$ cat config.mk
export PLATFORM = sky130hd
export DESIGN_NAME = nmi_line_ctrl
export DESIGN_NICKNAME = d
export VERILOG_FILES = /design/src/rtl/nmi_ctrl_pkg.sv /design/src/rtl/nmi_sync.sv /design/src/rtl/nmi_trig_detect.sv /design/src/rtl/nmi_reg_bank.sv /design/src/rtl/nmi_line_ctrl.sv
export SDC_FILE = /design/constraint.sdc
export NUM_CORES = 1
export LEC_CHECK = 0
export BUFFER_PORTS_ARGS = -buffer_cell sky130_fd_sc_hd__buf_2
export CAP_MARGIN = 5
export CORE_ASPECT_RATIO = 0.8
export CORE_UTILIZATION = 28
export DETAILED_ROUTE_END_ITERATION = 10
export GPL_ROUTABILITY_DRIVEN = 0
export GPL_TIMING_DRIVEN = 0
export PLACE_DENSITY_LB_ADDON = 0.05
export SYNTH_ARGS = -nofsm -noshare
export SYNTH_HDL_FRONTEND = slang
export SYNTH_SLANG_ARGS = --single-unit
$ cat constraint.sdc
create_clock -name clk -period 0.96 [get_ports clk]
set_clock_uncertainty 0.1 [all_clocks]
set_input_delay 0.048 -clock clk [delete_from_list [all_inputs] [get_ports clk]]
set_output_delay 0.048 -clock clk [all_outputs]
set_load 0.01 [all_outputs]
$ cat src/rtl/nmi_ctrl_pkg.sv
package nmi_ctrl_pkg;

  typedef enum logic [1:0] {
    TRIG_LVL_LO    = 2'd0,
    TRIG_EDGE_FALL = 2'd1,
    TRIG_LVL_HI    = 2'd2,
    TRIG_EDGE_RISE = 2'd3
  } trig_e;

  localparam int unsigned CTRL_OFF = 0;

  // Offset of the pending register for a given layout
  function automatic int unsigned pend_off(input int unsigned layout);
    case (layout)
      2:       return 8;
      default: return 4;
    endcase
  endfunction

  // Offset of the enable register for a given layout
  function automatic int unsigned en_off(input int unsigned layout);
    case (layout)
      1:       return 52;
      2:       return 4;
      default: return 8;
    endcase
  endfunction

  // Trigger match on current and previous synchronized samples
  function automatic logic trig_match(input trig_e mode, input logic cur, input logic prv);
    case (mode)
      TRIG_LVL_LO:    return ~cur;
      TRIG_EDGE_FALL: return prv & ~cur;
      TRIG_LVL_HI:    return cur;
      default:        return cur & ~prv;
    endcase
  endfunction

endpackage

$ cat src/rtl/nmi_sync.sv
module nmi_sync #(
  parameter int STAGES  = 2,
  parameter bit RST_VAL = 1'b1
) (
  input  logic clk,
  input  logic rst_n,
  input  logic d,
  output logic q
);
  logic [STAGES-1:0] chain;

  generate
    for (genvar i = 0; i < STAGES; i++) begin : g_stage
      if (i == 0) begin : g_first
        always_ff @(posedge clk or negedge rst_n) begin
          if (!rst_n) chain[0] <= RST_VAL;
          else        chain[0] <= d;
        end
      end else begin : g_next
        always_ff @(posedge clk or negedge rst_n) begin
          if (!rst_n) chain[i] <= RST_VAL;
          else        chain[i] <= chain[i-1];
        end
      end
    end
  endgenerate

  assign q = chain[STAGES-1];
endmodule

$ cat src/rtl/nmi_trig_detect.sv
module nmi_trig_detect
  import nmi_ctrl_pkg::*;
#(
  parameter bit IDLE_VAL = 1'b1
) (
  input  logic  clk,
  input  logic  rst_n,
  input  logic  line_s,
  input  trig_e mode,
  output logic  evt
);
  logic prev_q;

  always_ff @(posedge clk or negedge rst_n) begin
    if (!rst_n) prev_q <= IDLE_VAL;
    else        prev_q <= line_s;
  end

  assign evt = trig_match(mode, line_s, prev_q);
endmodule

$ cat src/rtl/nmi_reg_bank.sv
module nmi_reg_bank
  import nmi_ctrl_pkg::*;
#(
  parameter int unsigned LAYOUT = 0,
  parameter int          ADDR_W = 8,
  parameter int          DATA_W = 32
) (
  input  logic              clk,
  input  logic              rst_n,
  input  logic              we,
  input  logic [ADDR_W-1:0] addr,
  input  logic [1:0]        wlow,
  input  logic              evt,
  output trig_e             mode,
  output logic              pend_q,
  output logic              en_q,
  output logic              ack_hit,
  output logic [DATA_W-1:0] rdata
);
  localparam logic [ADDR_W-1:0] A_CTRL = ADDR_W'(CTRL_OFF);
  localparam logic [ADDR_W-1:0] A_PEND = ADDR_W'(pend_off(LAYOUT));
  localparam logic [ADDR_W-1:0] A_EN   = ADDR_W'(en_off(LAYOUT));

  logic sel_ctrl, sel_pend, sel_en;
  assign sel_ctrl = (addr == A_CTRL);
  assign sel_pend = (addr == A_PEND);
  assign sel_en   = (addr == A_EN);

  assign ack_hit = we & sel_pend & wlow[0];

  always_ff @(posedge clk or negedge rst_n) begin
    if (!rst_n) begin
      mode   <= TRIG_LVL_LO;
      pend_q <= 1'b0;
      en_q   <= 1'b0;
    end else begin
      if (we && sel_ctrl) mode <= trig_e'(wlow);
      if (we && sel_en)   en_q <= wlow[0];
      pend_q <= evt | (pend_q & ~ack_hit);
    end
  end

  always_comb begin
    rdata = '0;
    if (sel_ctrl)      rdata[1:0] = mode;
    else if (sel_pend) rdata[0]   = pend_q;
    else if (sel_en)   rdata[0]   = en_q;
  end
endmodule

$ cat src/rtl/nmi_line_ctrl.sv
module nmi_line_ctrl
  import nmi_ctrl_pkg::*;
#(
  parameter int unsigned LAYOUT      = 0,
  parameter int          ADDR_W      = 8,
  parameter int          DATA_W      = 32,
  parameter int          SYNC_STAGES = 2
) (
  input  logic              clk,
  input  logic              rst_n,
  input  logic              nmi_in,
  input  logic              reg_we,
  input  logic [ADDR_W-1:0] reg_addr,
  input  logic [DATA_W-1:0] reg_wdata,
  output logic [DATA_W-1:0] reg_rdata,
  output logic              irq_out
);
  logic  line_s;
  logic  det_evt;
  logic  ack_hit;
  logic  pend_q;
  logic  en_q;
  trig_e mode;

  nmi_sync #(.STAGES(SYNC_STAGES), .RST_VAL(1'b1)) u_sync (
    .clk(clk), .rst_n(rst_n), .d(nmi_in), .q(line_s)
  );

  nmi_trig_detect #(.IDLE_VAL(1'b1)) u_det (
    .clk(clk), .rst_n(rst_n), .line_s(line_s), .mode(mode), .evt(det_evt)
  );

  nmi_reg_bank #(.LAYOUT(LAYOUT), .ADDR_W(ADDR_W), .DATA_W(DATA_W)) u_regs (
    .clk(clk), .rst_n(rst_n), .we(reg_we), .addr(reg_addr),
    .wlow(reg_wdata[1:0]), .evt(det_evt), .mode(mode),
    .pend_q(pend_q), .en_q(en_q), .ack_hit(ack_hit), .rdata(reg_rdata)
  );

  assign irq_out = pend_q & en_q;
endmodule

==> flow_summary.toml <==
[setup_path]
critPathLaunch = "u_regs.pend_q$_DFF_PN0_"
arrival_ns = 1.10
crit_path_end_kind = "primary output"
r2r_end = "u_regs.pend_q$_DFF_PN0_"
r2r_setup_slack_ns = -0.10
cp-endpoint = "reg_rdata[0]"
reg2reg_from = "u_regs.pend_q$_DFF_PN0_"
startpoint_type = "register"
cp_data_required_time_ns = 0.81
r2r_cells = 3
worstPathMaxFanout = 2
path_class = "reg2out"

[final_layout]
layout-drive-gt1-share_pct = 52.99
diodes = 0
nNetsFinal = 162
layout-area-overhead-vs-synth_pct = 56.75
fin_cells = 141
nFillCells = 192

[timing]
max_freq_mhz = 802.9
fin_tns_setup_ns = -0.8013
drv_slew = 0
setup_violations = 6
rsz0062_at_grt = "true"
period_share_pct = 129.7
setup_slack_ns = -0.2854
period_needed_ns = 1.245
hold_violations = 0

[placed_design]
dp_hpwl_um = 783.6
dp_cells = 130
port_buffers = 16

[logic_synthesis]
synthTopCellsByArea = "buf_4 (39%), dfrtp_1 (17%), dfstp_2 (13%), mux2_2 (5.8%), nor4_4 (3.6%)"
synthTopCellsByCount = "buf_4 (30), dfrtp_1 (4), dfstp_2 (3), mux2_2 (3)"
syn_area_um2 = 584.3
synth_most_common_cell = "buf_4"
ys_ff_latch = 7
async_reset_ff_share_pct = 100.0
synth_top_area_cell = "buf_4"
yosys_warnings = 0
synthCells = 61
synth_edf_count = 0
synth-main-ff-cell = "dfrtp_1"
yosysUniqueCellTypes = 21
synth.avg_cell_area_um2 = 9.579
netlist.area_leader.share_pct = 38.54
ys_seq_area_share_pct = 30.62

[run_status]
violations = "setup timing"
outcome = "finished, violations left"

[power_and_ir_drop]
p_leak_nw = 0.5096
power_uw = 818.1
powerDensity_nw_per_um2 = 893.3
ir_worst_vdd_mv = 0.9662

[cts]
cts_buffer_depth = 2
h-tree-depth = 1
cts-root-buf = "clkbuf_4"
clk_pin_slew_worst_paths_ns = 0.05
cts_tree = "done"
numCtsBuffers = 3
numClockSinks = 7
insertion_delay_ns = 0.24

[global_routing]
grt_pass1_wl_um = 1435
grt.total_usage_pct = 9.051
gr-total-overflow = 0
first_global_vias = 383
antenna_found_initial = 0
grt_max_degree = 8

[floorplanning]
dieArea_um2 = 2275
initial_core_util_pct = 30.32
core_area_um2 = 1927
fp.dieH_um = 42.86
row_count = 14
design.portCount = 77
die_w_um = 53.08

[detailed_routing]
vias = 475
drt-wirelength-per-cell_um = 6.496
drt_pass1_iterations = 1
finalWirelength_um = 916
vias_per_cell = 3.369
ant_nets = 0
post-route-drc-count = 0
drtIter0Drc = 0

[flow_run]
maxCapViolations = 0

[worst_hold_path]
hp-class = "in2reg"
==> final cells by class <==
type                            instances  area [um2]  share of cell area (%)
Multi-Input combinational cell         51       291.5                   31.83
Buffer                                 30       225.2                   24.59
Sequential cell                         7       178.9                   19.54
Timing Repair Buffer                   23       156.4                   17.08
Tap cell                               24       30.03                   3.279
Clock buffer                            4       26.28                   2.869
Inverter                                2       7.507                  0.8197
==> worst max-delay path, stage by stage (launching register included) <==
cell and delay [ns]:
dfrtp_1 0.39, nor2b_1 0.14, o22ai_2 0.08, o2111a_1 0.11
buf_2 0.13
==> state kept, by name, indices dropped and copies added, names as in the netlist <==
name / flops
u_sync.q: 1
u_regs.en_q: 1
u_sync.chain: 1
u_regs.pend_q: 1
u_regs.mode: 2
u_det.prev_q: 1
==> kinds of logic after synthesis <==
family / Yosys count / synth area share, %
AOI/OAI and AO/OA: 4 / 5.353
DFF: 7 / 30.62
muxes: 3 / 5.781
and+or+nand+nor: 14 / 17.77
other: 1 / 0.6418
buffers and inverters: 32 / 39.83
==> metal layers <==
| metal | wire length (um) | vias to the layer above | track usage, % |
|---|---|---|---|
| met5 | 0 | - | 0 |
| met4 | 0 | 0 | 3.158 |
| met3 | 105 | 0 | 5.735 |
| met2 | 440 | 26 | 13.92 |
| met1 | 371 | 191 | 10.02 |
| li1 | - | 258 | - |
==> power by group <==
part	internal (mW)	switching [mW]	leakage, nW
logic	0.129	0.108	0.413
registers	0.313	0.00854	0.0817
clock network	0.158	0.101	0.0150
==> timing repair <==
action / 4_1_cts / 5_1_grt
pin swaps: 2 / 1
hold endpoints to repair: 11 / 0
setup buffers: 3 / 0
resized for setup: 4 / 1
setup endpoints to repair: 6 / 7
hold buffers: 4 / 0
==> through the flow <==
stage | instance area (um2) | setup slack [ns] | utilization, % | hold slack [ns]
floorplan | 693.2 | -0.06579 | - | -0.3476
global placement | 803.3 | -0.2720 | 41.69 | -0.2137
detailed placement | 803.3 | -0.3055 | 41.69 | -0.2109
CTS | 912.1 | -0.2961 | 47.34 | 0.03273
global route | 915.9 | -0.3767 | 47.53 | 0.04939
finish | 915.9 | -0.2854 | 47.53 | 0.03618
==> worst min-delay path by stage <==
stage                     cells past startpoint   start                          to
after floorplan                               0   rst_n     u_regs.en_q$_DFFE_PN0P_
after global placement                        1   rst_n  u_regs.mode[1]$_DFFE_PN0P_
after detailed placement                      1   rst_n  u_regs.mode[1]$_DFFE_PN0P_
after CTS                                     3  reg_we     u_regs.pend_q$_DFF_PN0_
after global routing                          2   rst_n     u_regs.pend_q$_DFF_PN0_
final                                         3  reg_we     u_regs.pend_q$_DFF_PN0_
==> cell usage in the layout (no fill, tap or decap), drive strengths merged <==
cell type     n
a211o         1
a21oi         1
and2          1
and3          1
buf          49
clkbuf        4
conb         30
dfrtp         4
dfstp         3
dlygate4sd3   4
inv           2
mux2          3
nand2         1
nand3         1
nand4         2
nor2          1
nor2b         2
nor3          2
nor4          2
nor4b         1
o2111a        1
o22ai         1
Power figures use the tool's default switching activity.
